### src/rtl/spieng_pkg.sv
package spieng_pkg;
  localparam logic [7:0] OFS_RST   = 8'h40;
  localparam logic [7:0] OFS_IEN   = 8'h80;
  localparam logic [7:0] OFS_IPEND = 8'h84;
  localparam logic [7:0] OFS_ISRC  = 8'h88;
  localparam logic [7:0] OFS_SYNC  = 8'hC0;
  localparam logic [7:0] OFS_CROOM = 8'hD0;
  localparam logic [7:0] OFS_DROOM = 8'hD4;
  localparam logic [7:0] OFS_RLVL  = 8'hD8;
  localparam logic [7:0] OFS_CPUSH = 8'hE0;
  localparam logic [7:0] OFS_DPUSH = 8'hE4;
  localparam logic [7:0] OFS_RPOP  = 8'hE8;
  localparam logic [7:0] OFS_RPEEK = 8'hEC;

  localparam int NIRQ     = 4;
  localparam int IRQ_CMD  = 0;
  localparam int IRQ_SDO  = 1;
  localparam int IRQ_SDI  = 2;
  localparam int IRQ_SYNC = 3;
endpackage

### src/rtl/spieng_qfifo.sv
module spieng_qfifo #(
  parameter int W     = 32,
  parameter int DEPTH = 8,
  localparam int AW   = (DEPTH > 1) ? $clog2(DEPTH) : 1,
  localparam int CW   = $clog2(DEPTH + 1)
) (
  input  logic          clk,
  input  logic          rst_n,
  input  logic          in_valid,
  output logic          in_ready,
  input  logic [W-1:0]  in_data,
  output logic          out_valid,
  input  logic          out_ready,
  output logic [W-1:0]  out_data,
  output logic [CW-1:0] fill
);
  logic [W-1:0]  mem [DEPTH];
  logic [AW-1:0] wp, rp;
  logic          do_push, do_pop;

  assign in_ready  = (fill != CW'(DEPTH));
  assign out_valid = (fill != '0);
  assign out_data  = mem[rp];
  assign do_push   = in_valid && in_ready;
  assign do_pop    = out_valid && out_ready;

  function automatic logic [AW-1:0] bump(input logic [AW-1:0] p);
    return (p == AW'(DEPTH - 1)) ? '0 : p + AW'(1);
  endfunction

  always_ff @(posedge clk) begin
    if (!rst_n) begin
      wp   <= '0;
      rp   <= '0;
      fill <= '0;
    end else begin
      if (do_push) wp <= bump(wp);
      if (do_pop)  rp <= bump(rp);
      case ({do_push, do_pop})
        2'b10:   fill <= fill + CW'(1);
        2'b01:   fill <= fill - CW'(1);
        default: fill <= fill;
      endcase
    end
  end

  always_ff @(posedge clk) begin
    if (do_push) mem[wp] <= in_data;
  end
endmodule

### src/rtl/spieng_irqctl.sv
module spieng_irqctl
  import spieng_pkg::*;
(
  input  logic            clk,
  input  logic            rst_n,
  input  logic [2:0]      lvl_src,
  input  logic            sync_evt,
  input  logic            en_wr,
  input  logic [NIRQ-1:0] en_wdata,
  input  logic            clr_wr,
  input  logic [NIRQ-1:0] clr_wdata,
  output logic [NIRQ-1:0] src,
  output logic [NIRQ-1:0] en,
  output logic [NIRQ-1:0] pend,
  output logic            irq
);
  logic sync_flag;

  always_ff @(posedge clk) begin
    if (!rst_n) begin
      en        <= '0;
      sync_flag <= 1'b0;
    end else begin
      if (en_wr) en <= en_wdata;
      if (sync_evt)                         sync_flag <= 1'b1;
      else if (clr_wr && clr_wdata[IRQ_SYNC]) sync_flag <= 1'b0;
    end
  end

  assign src  = {sync_flag, lvl_src};
  assign pend = src & en;
  assign irq  = |pend;
endmodule

### src/rtl/spieng_regbank.sv
module spieng_regbank
  import spieng_pkg::*;
#(
  parameter int CMD_W     = 16,
  parameter int DATA_W    = 32,
  parameter int ID_W      = 8,
  parameter int CMD_DEPTH = 8,
  parameter int SDO_DEPTH = 8,
  parameter int SDI_DEPTH = 8,
  parameter int CMD_AE    = 2,
  parameter int SDO_AE    = 2,
  parameter int SDI_AF    = 6
) (
  input  logic              clk,
  input  logic              rst_n,
  input  logic [7:0]        bus_addr,
  input  logic              bus_wr,
  input  logic [31:0]       bus_wdata,
  input  logic              bus_rd,
  output logic [31:0]       bus_rdata,
  output logic              engine_rst,
  output logic              irq,
  output logic              cmd_valid,
  input  logic              cmd_ready,
  output logic [CMD_W-1:0]  cmd_data,
  output logic              sdo_valid,
  input  logic              sdo_ready,
  output logic [DATA_W-1:0] sdo_data,
  input  logic              sdi_valid,
  output logic              sdi_ready,
  input  logic [DATA_W-1:0] sdi_data,
  input  logic              sync_valid,
  input  logic [ID_W-1:0]   sync_id
);
  localparam int CCW = $clog2(CMD_DEPTH + 1);
  localparam int DCW = $clog2(SDO_DEPTH + 1);
  localparam int RCW = $clog2(SDI_DEPTH + 1);

  logic [CCW-1:0]  cmd_fill;
  logic [DCW-1:0]  sdo_fill;
  logic [RCW-1:0]  sdi_fill;
  logic            cmd_in_rdy, sdo_in_rdy;
  logic            sdi_has;
  logic [DATA_W-1:0] sdi_head;
  logic            wr_cmd, wr_sdo, rd_pop, is_pop_or_peek;
  logic [ID_W-1:0] sync_id_q;
  logic [NIRQ-1:0] int_src, int_en, int_pend;
  logic [31:0]     rd_mux;

  assign wr_cmd = bus_wr && (bus_addr == OFS_CPUSH) && cmd_in_rdy;
  assign wr_sdo = bus_wr && (bus_addr == OFS_DPUSH) && sdo_in_rdy;
  assign rd_pop = bus_rd && (bus_addr == OFS_RPOP) && sdi_has;
  assign is_pop_or_peek = (bus_addr == OFS_RPOP) || (bus_addr == OFS_RPEEK);

  spieng_qfifo #(.W(CMD_W), .DEPTH(CMD_DEPTH)) u_cmdq (
    .clk(clk), .rst_n(rst_n),
    .in_valid(wr_cmd), .in_ready(cmd_in_rdy), .in_data(bus_wdata[CMD_W-1:0]),
    .out_valid(cmd_valid), .out_ready(cmd_ready), .out_data(cmd_data),
    .fill(cmd_fill)
  );

  spieng_qfifo #(.W(DATA_W), .DEPTH(SDO_DEPTH)) u_sdoq (
    .clk(clk), .rst_n(rst_n),
    .in_valid(wr_sdo), .in_ready(sdo_in_rdy), .in_data(bus_wdata[DATA_W-1:0]),
    .out_valid(sdo_valid), .out_ready(sdo_ready), .out_data(sdo_data),
    .fill(sdo_fill)
  );

  spieng_qfifo #(.W(DATA_W), .DEPTH(SDI_DEPTH)) u_sdiq (
    .clk(clk), .rst_n(rst_n),
    .in_valid(sdi_valid), .in_ready(sdi_ready), .in_data(sdi_data),
    .out_valid(sdi_has), .out_ready(rd_pop), .out_data(sdi_head),
    .fill(sdi_fill)
  );

  spieng_irqctl u_irq (
    .clk(clk), .rst_n(rst_n),
    .lvl_src({ (32'(sdi_fill) >= 32'(SDI_AF)),
               (32'(sdo_fill) <= 32'(SDO_AE)),
               (32'(cmd_fill) <= 32'(CMD_AE)) }),
    .sync_evt(sync_valid),
    .en_wr(bus_wr && (bus_addr == OFS_IEN)),
    .en_wdata(bus_wdata[NIRQ-1:0]),
    .clr_wr(bus_wr && (bus_addr == OFS_IPEND)),
    .clr_wdata(bus_wdata[NIRQ-1:0]),
    .src(int_src), .en(int_en), .pend(int_pend), .irq(irq)
  );

  always_ff @(posedge clk) begin
    if (!rst_n) begin
      engine_rst <= 1'b1;
      sync_id_q  <= '0;
    end else begin
      if (bus_wr && (bus_addr == OFS_RST)) engine_rst <= bus_wdata[0];
      if (sync_valid) sync_id_q <= sync_id;
    end
  end

  always_comb begin
    rd_mux = '0;
    if (is_pop_or_peek) begin
      if (sdi_has) rd_mux = 32'(sdi_head);
    end else begin
      case (bus_addr)
        OFS_RST:   rd_mux = {31'd0, engine_rst};
        OFS_IEN:   rd_mux = 32'(int_en);
        OFS_IPEND: rd_mux = 32'(int_pend);
        OFS_ISRC:  rd_mux = 32'(int_src);
        OFS_SYNC:  rd_mux = 32'(sync_id_q);
        OFS_CROOM: rd_mux = 32'(CMD_DEPTH) - 32'(cmd_fill);
        OFS_DROOM: rd_mux = 32'(SDO_DEPTH) - 32'(sdo_fill);
        OFS_RLVL:  rd_mux = 32'(sdi_fill);
        default:   rd_mux = '0;
      endcase
    end
  end

  always_ff @(posedge clk) begin
    if (!rst_n)      bus_rdata <= '0;
    else if (bus_rd) bus_rdata <= rd_mux;
  end
endmodule

### config.mk
export PLATFORM = sky130hd
export DESIGN_NAME = spieng_regbank
export DESIGN_NICKNAME = d
export VERILOG_FILES = /design/src/rtl/spieng_pkg.sv /design/src/rtl/spieng_qfifo.sv /design/src/rtl/spieng_irqctl.sv /design/src/rtl/spieng_regbank.sv
export SDC_FILE = /design/constraint.sdc
export NUM_CORES = 1
export LEC_CHECK = 0
export BUFFER_PORTS_ARGS = -buffer_cell sky130_fd_sc_hd__buf_2
export CORE_AREA = 2 2 291 293
export CTS_CLUSTER_DIAMETER = 30
export DETAILED_ROUTE_END_ITERATION = 8
export DIE_AREA = 0 0 293 295
export PLACE_DENSITY = 0.51
export SLEW_MARGIN = 20
export SYNTH_ARGS = -nofsm -noshare
export SYNTH_HDL_FRONTEND = slang
export SYNTH_HIERARCHICAL = 1
export SYNTH_SLANG_ARGS = --single-unit
### constraint.sdc
create_clock -name clk -period 16.2 [get_ports clk]
set_input_delay 2.43 -clock clk [delete_from_list [all_inputs] [get_ports clk]]
set_output_delay 2.43 -clock clk [all_outputs]
set_load 0.005 [all_outputs]
==> results by group, run 1 <==
Status
  – Run status: completed

Setup path
  – Type of element launching the critical path: flop
  – Required time at the endpoint of the critical path: 13.77 ns
  – Endpoint class of the critical path: primary output
  – Reg-to-reg critical path startpoint: u_sdoq/fill[0]$_SDFFE_PN0P_
  – Number of buffers and inverters on the critical path: 2
  – Maximum cell stage delay along the critical path: 0.71 ns
  – R2R cell count: 10
  – Worst path slowest cell: sky130_fd_sc_hd__buf_4
  – Data arrival time of the critical path: 3.16 ns
  – Category of cells accounting for the largest share of critical-path delay: multiplexers
  – CP cell instances: buf_4 > mux4_1 > mux2_2 > buf_2
  – Class of the most critical setup path: flop to primary output
  – Worst setup slack for register-to-register paths: 13.23 ns
  – Highest fanout seen on the critical path: 42
  – R2R Path End: u_sdoq/fill[2]$_SDFFE_PN0P_

Drt
  – DR vias: 14800
  – Final wirelength: 66500 um
  – Routed length per placed instance: 22.5 um
  – Initial DRC Count: 785
  – Routed Antenna Nets: 0
  – Via-per-instance ratio: 5.00
  – Pre-Repair DR Iteration Count: 4
  – Remaining design rule violation count: 0

Logic synthesis
  – Number of unique standard cell types used by synthesis: 62
  – Async S/R FF share, synth: 0%
  – Share of the synthesized area in the top cell type: 66.3%
  – Synthesized netlist cell count: 1453
  – Cells taking the most area after synthesis: sky130_fd_sc_hd__edfxtp_1, sky130_fd_sc_hd__mux4_2, sky130_fd_sc_hd__dfxtp_1, sky130_fd_sc_hd__mux4_1, sky130_fd_sc_hd__mux2_2
  – Syn_area_per_cell: 19.9 um2
  – Mapped Area: 29000 um2
  – Synthesis Warnings: 6
  – Proportion of synthesized chip area in sequential cells: 72.2%
  – Commonest register cell after synthesis: sky130_fd_sc_hd__edfxtp_1
  – Flops & latches, synth: 725
  – Cell type with the largest total area after synthesis: sky130_fd_sc_hd__edfxtp_1
  – EDFF count, synth: 640
  – Number of nets produced by synthesis: 1566

Clock network
  – Number of buffers inserted during clock tree synthesis: 154
  – Clock sink count: 725
  – Max Buffers Root-to-Sink: 3
  – Clock-pin transition on the worst setup and hold timing paths: 0.05 ns
  – CTS HTree Levels: 4
  – Count of hold buffers inserted by post-cts repair: 0
  – Library cell used as clock root buffer: sky130_fd_sc_hd__clkbuf_16
  – CTS tree: yes
  – Number of buffers added for setup after CTS: 0
  – Number of resized instances in the post-cts repair step: 0
  – Clock network latency to the later pin of the worst-skew pair: 0.71 ns

Floorplanning
  – Width of the die: 293 um
  – Die boundary height: 295 um
  – I/O pin count: 173
  – Starting density of the core: 34.9%
  – Cell Rows: 106
  – Full die area: 86400 um2
  – Core box area: 83200 um2

Cells and area
  – Layout cells sized above 1: 37.5%
  – Final-stage net count: 1847
  – Synth-to-Final Area Change: 26.2%
  – Leading cell types in the layout, fill and taps excluded: sky130_fd_sc_hd__edfxtp_1, sky130_fd_sc_hd__buf_2, sky130_fd_sc_hd__clkbuf_16, sky130_fd_sc_hd__mux4_2, sky130_fd_sc_hd__mux2_2
  – Most common cell after layout, fill and taps aside: sky130_fd_sc_hd__edfxtp_1
  – Count of placed standard cells in the final layout, fillers left out: 2950

Timing
  – Max-slew violation count: 0
  – Slew HR: 32.0%
  – Measured slew at the worst slew-check pin: 1.02 ns
  – Final period util: 34.5%
  – Final worst path period need: 5.59 ns
  – Setup repair after global routing missed its margin: no
  – Final TNS setup: 0 ns
  – Setup-violating endpoint count in the final report: 0
  – Peak clock frequency supported by timing: 179 MHz
  – Number of hold-slack violations in the final timing report: 0
  – Skew final: 0.0225 ns

Power and ir drop
  – Peak supply drop: 0.105 mV
  – Leak: 0.0122 uW
  – Pwr dens: 148 nW/um2

Job
  – Max-cap violation count: 0

GRT
  – Via count of the first global-routing pass: 16000
  – Global-route wire length before repair: 100000 um
  – Maximum number of pins on one net before global-route repair: 80
  – GRT Resource Usage Total: 15.7%
  – Overflow left after global routing: 0
  – Initial antenna violation count: 15

Placed design
  – Weighted congestion reported at the end of routability-driven placement: 0.739
  – Total placed cells including tap cells: 2658
  – DP HPWL: 36500 um
  – Count of port buffers added during placement: 172

Worst hold path
  – Endpoint of the worst hold path: bus_rdata[1]$_SDFFE_PN0P_
  – Hold Path Cell Cnt: 2
  – Min-Delay Startpoint: sync_id_q[1]$_SDFFE_PN0P_
  – Worst hold-check path type: flop to flop
-- metrics by stage --
| step | utilization (%) | area [um2] | power, uW | worst slack, ns | hold WS (ns) |
|---|---|---|---|---|---|
| after floorplan | - | 29000 | 2140 | 9.30 | 0.450 |
| after global routing | 44.0 | 36600 | 5590 | 10.39 | 0.513 |
| after detailed placement | 37.3 | 31000 | 2190 | 11.14 | 0.480 |
| after CTS | 44.0 | 36600 | 5480 | 10.46 | 0.501 |
| final | 44.0 | 36600 | 5410 | 10.61 | 0.494 |
| after global placement | 37.3 | 31000 | 2190 | 11.19 | 0.483 |
-- layout make-up --
cell class / count / area (um2)
multi-input combinational: 635 / 7580
timing repair buffer: 207 / 1120
clock inverter: 107 / 1470
sequential: 725 / 20900
tap: 1080 / 1350
clock buffer: 181 / 4060
antenna: 4 / 10.0
fill: 7249 / 46600
inverter: 11 / 41.3
-- cells by family (layout without fill, tap and decap cells) --
family                     after synthesis  count (layout)  share of synthesized area (%)
DFF                                    725             725                           72.2
muxes                                  262             262                           17.1
and+or+nand+nor                        205             205                           4.23
AOI/OAI and AO/OA                      132             132                           2.99
buffers and inverters                   93             506                           2.08
adders and majority gates               25              25                           1.08
xor gates and xnor gates                11              11                          0.332
other                                    0               4                              0
-- registers in the layout (all words and copies together), names as in the netlist, 3 cells and up, named ones only --
signal	flops
u_sdiq/wp	3
sync_id_q	8
u_sdoq/fill	4
u_sdoq/wp	3
u_sdiq/mem	256
u_sdoq/rp	3
u_cmdq/wp	3
u_sdiq/rp	3
u_sdoq/mem	256
u_irq/en	4
u_cmdq/fill	4
u_cmdq/rp	3
u_cmdq/mem	128
u_sdiq/fill	4
bus_rdata	32
-- per-layer routing --
| metal | GRT usage [%] | vias to the layer above | share of wire [%] |
|---|---|---|---|
| li1 | - | 6633 | - |
| met1 | 18.6 | 7644 | 42 |
| met2 | 26.6 | 324 | 50 |
| met3 | 5.53 | 130 | 6.3 |
| met4 | 5.53 | 26 | 1.9 |
| met5 | 0 | - | 0.24 |
-- power breakdown --
group	internal [uW]	total, uW	switching (uW)
logic	32.3	90.5	58.2
registers	2060	2060	7.63
clock network	2260	3260	1000
total	4350	5410	1070
-- how the worst max path moves through the flow --
stage | to | slack [ns] | cells after the start
3_5_place_dp | u_sdiq/fill[2]$_SDFFE_PN0P_ | 11.14 | 12
3_3_place_gp | u_cmdq/fill[2]$_SDFFE_PN0P_ | 11.19 | 11
2_1_floorplan | u_sdoq/mem[0][0]$_DFFE_PP_ | 9.30 | 5
4_1_cts | sdo_data[24] | 10.46 | 4
6_report | sdo_data[29] | 10.61 | 4
5_1_grt | sdo_data[0] | 10.39 | 4
-- worst register-to-register path: stages (launching register included) --
cell and delay (ns):
sky130_fd_sc_hd__dfxtp_1 0.41, sky130_fd_sc_hd__or4b_1 0.72, sky130_fd_sc_hd__and4_1 0.34, sky130_fd_sc_hd__nand2_8 0.13
sky130_fd_sc_hd__ha_1 0.28, sky130_fd_sc_hd__xor2_1 0.18, sky130_fd_sc_hd__ha_1 0.16, sky130_fd_sc_hd__a21oi_1 0.05
sky130_fd_sc_hd__xor2_1 0.17, sky130_fd_sc_hd__or3_1 0.30, sky130_fd_sc_hd__a21boi_0 0.15
-- cells in the mapped netlist (all sizes together) (6+ instances only) --
library cell	n
dfxtp	85
o21ai	48
nand2b	16
a31oi	34
mux2	81
and2	9
buf	54
or3	9
inv	11
nor3b	6
nor2b	18
nand2	60
nor4	6
clkbuf	28
nand3	23
ha	25
mux4	160
nor3	13
nor2	16
a21boi	21
edfxtp	640
xor2	8
mux2i	21
and3	6
(Power assumes the default switching activity.)
==> run 2: changes to the inputs <==
ABC_AREA = 1   (was not set)
CORE_AREA = 2 2 294 296   (was 2 2 291 293)
DIE_AREA = 0 0 296 298   (was 0 0 293 295)
PLACE_DENSITY = 0.5   (was 0.51)
clock period = 5.5 ns   (was 16.2 ns; I/O delays follow)
==> results by group, run 2 <==
Timing
  – Measured slew at the worst slew-check pin: 1.03 ns (+0.0119 ns)
  – Final period util: 73.7%
  – Slew HR: 31.2% (-0.70 points)
  – Number of hold-slack violations in the final timing report: 0 (unchanged)
  – Skew final: 0.0465 ns (+0.0240 ns)
  – Max-slew violation count: 0 (unchanged)
  – Final worst path period need: 4.05 ns
  – Setup-violating endpoint count in the final report: 0 (unchanged)
  – Setup repair after global routing missed its margin: no
  – Setup ws final: 1.45 ns (-9.17 ns)
  – Peak clock frequency supported by timing: 247 MHz
  – Final TNS setup: 0 ns (unchanged)

Logic synthesis
  – Number of nets produced by synthesis: 2560 (+63%)
  – Most numerous cell in the Yosys netlist: sky130_fd_sc_hd__edfxtp_1
  – Async S/R FF share, synth: 0% (unchanged)
  – Proportion of synthesized chip area in sequential cells: 71.0% (-1.1 points)
  – Cell type with the largest total area after synthesis: sky130_fd_sc_hd__edfxtp_1
  – Share of the synthesized area in the top cell type: 65.3% (-1.1 points)
  – Flops & latches, synth: 725 (unchanged)
  – Syn_area_per_cell: 12.0 um2 (-40%)
  – Mapped Area: 29500 um2 (+1.6%)
  – Commonest register cell after synthesis: sky130_fd_sc_hd__edfxtp_1
  – Number of unique standard cell types used by synthesis: 37 (-40%)
  – Leading post-synthesis cells by instance count: sky130_fd_sc_hd__edfxtp_1, sky130_fd_sc_hd__nor2_1, sky130_fd_sc_hd__nand2_1
  – Synthesis Warnings: 6 (unchanged)
  – Cells taking the most area after synthesis: sky130_fd_sc_hd__edfxtp_1, sky130_fd_sc_hd__dfxtp_1, sky130_fd_sc_hd__o21ai_0, sky130_fd_sc_hd__nor2_1, sky130_fd_sc_hd__nand2_1
  – EDFF count, synth: 640 (unchanged)
  – Synthesized netlist cell count: 2447 (+68%)

Drt
  – Initial DRC Count: 1236 (+57%)
  – Routed length on met2: 35800 um (+7.9%)
  – Via-per-instance ratio: 4.87 (-2.7%)
  – Routed Antenna Nets: 0 (unchanged)
  – Remaining design rule violation count: 0 (unchanged)
  – Routed length per placed instance: 18.8 um (-17%)
  – Final wirelength: 74400 um (+12%)
  – Pre-Repair DR Iteration Count: 5 (+1)
  – DR top layer: met5
  – Detail Route met3 WL: 5050 um (+20%)
  – DR vias: 19300 (+31%)
  – Met1 WL: 31400 um (+13%)

Clock network
  – Number of buffers inserted during clock tree synthesis: 154 (unchanged)
  – Max Buffers Root-to-Sink: 3 (unchanged)
  – Clock-pin transition on the worst setup and hold timing paths: 0.05 ns (about the same)
  – Clock network latency to the later pin of the worst-skew pair: 0.74 ns (+0.03 ns)
  – Clock sink count: 725 (unchanged)
  – Number of buffers added for setup after CTS: 0 (unchanged)
  – CTS HTree Levels: 4 (unchanged)
  – Library cell used as clock root buffer: sky130_fd_sc_hd__clkbuf_16
  – CTS tree: yes
  – Number of resized instances in the post-cts repair step: 0 (unchanged)
  – Count of hold buffers inserted by post-cts repair: 0 (unchanged)

Worst hold path
  – Worst hold-check path type: input pin to flop

Setup path
  – Type of element launching the critical path: flop
  – Highest fanout seen on the critical path: 71 (+69%)
  – Data arrival time of the critical path: 3.23 ns (+0.07 ns)
  – Required time at the endpoint of the critical path: 4.68 ns (-9.09 ns)
  – Class of the most critical setup path: flop to primary output
  – Endpoint class of the critical path: primary output

Cells and area
  – Final-stage net count: 2799 (+52%)
  – Largest registers: u_sdiq/mem x256, u_sdoq/mem x256, u_cmdq/mem x128
  – Leading cell types in the layout, fill and taps excluded: sky130_fd_sc_hd__edfxtp_1, sky130_fd_sc_hd__nor2_1, sky130_fd_sc_hd__nand2_1, sky130_fd_sc_hd__o21ai_0, sky130_fd_sc_hd__buf_2
  – Finished Core Util: 43.5% (-0.43 points)
  – Fillers: 7880 (+8.7%)
  – Most common cell after layout, fill and taps aside: sky130_fd_sc_hd__edfxtp_1
  – Synth-to-Final Area Change: 25.5%
  – Layout cells sized above 1: 18.3% (-19 points)

GRT
  – Initial antenna violation count: 9 (-6)
  – Global-route wire length before repair: 112000 um (+12%)
  – Overflow left after global routing: 0 (unchanged)
  – GRT Resource Usage Total: 16.8% (+1.1 points)
  – Via count of the first global-routing pass: 18900 (+18%)
  – Maximum number of pins on one net before global-route repair: 92 (+15%)

Floorplanning
  – I/O pin count: 173 (unchanged)
  – Width of the die: 296 um (+1.0%)
  – Core box area: 84900 um2 (+2.1%)
  – Cell Rows: 107 (+0.94%)
  – Starting density of the core: 34.7% (-0.16 points)
  – Die boundary height: 298 um (+1.0%)
  – Full die area: 88200 um2 (+2.1%)

Power and ir drop
  – Peak supply drop: 0.348 mV (+230%)
  – Sum of internal, switching and leakage power: 18200 uW (+240%)
  – Leak: 0.0135 uW (+10%)
  – Pwr dens: 493 nW/um2 (+230%)

Placed design
  – DP HPWL: 41700 um (+14%)
  – Weighted congestion reported at the end of routability-driven placement: 0.791 (+7.1%)
  – Count of port buffers added during placement: 172 (unchanged)
  – Post-Place Worst Slack: 1.72 ns (-9.42 ns)

Status
  – Run status: completed

Job
  – Max-cap violation count: 0 (unchanged)
==> run 2: worst paths after layout <==
check / from / cells past startpoint / to / slack (ns)
worst max register to register: flop / 10 / bus_rdata[2]$_SDFFE_PN0P_ / 2.50
worst min-delay path: sync_id[1] / 3 / sync_id_q[1]$_SDFFE_PN0P_ / 0.31
worst min register to register: engine_rst$_SDFFE_PN1P_ / 2 / engine_rst$_SDFFE_PN1P_ / 0.49
worst max-delay path: flop / 7 / sdo_data[3] / 1.45
==> run 2: final cells by class <==
class	instances	area [um2]	share of cell area, %
Antenna cell	2	5.00	0.0135
Clock buffer	182	4040	10.9
Clock inverter	103	1360	3.68
Inverter	77	292	0.789
Multi-Input combinational cell	1514	7550	20.4
Sequential cell	725	20900	56.7
Tap cell	1144	1430	3.87
Timing Repair Buffer	214	1340	3.64
==> run 2: cells by family after synthesis <==
kind of cell | after synthesis | share of synthesized area [%]
fa+ha+maj | 25 | 1.06
simple gates | 850 | 11.3
flops | 725 | 71.0
buf+inv | 208 | 3.75
xor+xnor | 7 | 0.208
compound gates | 552 | 9.92
mux | 80 | 2.72
==> run 2: metal layers <==
metal | track usage (%) | vias to the layer above
met2 | 27.7 | 492
met5 | 0 | -
met1 | 20.5 | 9354
li1 | - | 9249
met4 | 6.49 | 14
met3 | 5.18 | 162
==> run 2: stage by stage <==
stage               instances  cell area, um2  hold slack (ns)
floorplan                2447           29500            0.447
global placement         3664           31300            0.462
detailed placement       3666           31400            0.473
CTS                      3951           36800            0.254
global route             3959           37000            0.304
finish                   3961           37000            0.312
==> run 2: worst max-delay path, cell delays in order (launching register included) <==
cell and delay [ns]:
sky130_fd_sc_hd__dfxtp_4 0.90, sky130_fd_sc_hd__inv_2 0.53, sky130_fd_sc_hd__buf_4 0.38, sky130_fd_sc_hd__o21ai_0 0.20
sky130_fd_sc_hd__o21ai_1 0.09, sky130_fd_sc_hd__nand2_1 0.07, sky130_fd_sc_hd__nand2_1 0.15, sky130_fd_sc_hd__buf_2 0.17
==> run 2: report_power, final <==
group | switching, uW | internal [uW]
logic | 1580 | 871
clock network | 3070 | 6280
registers | 256 | 6160
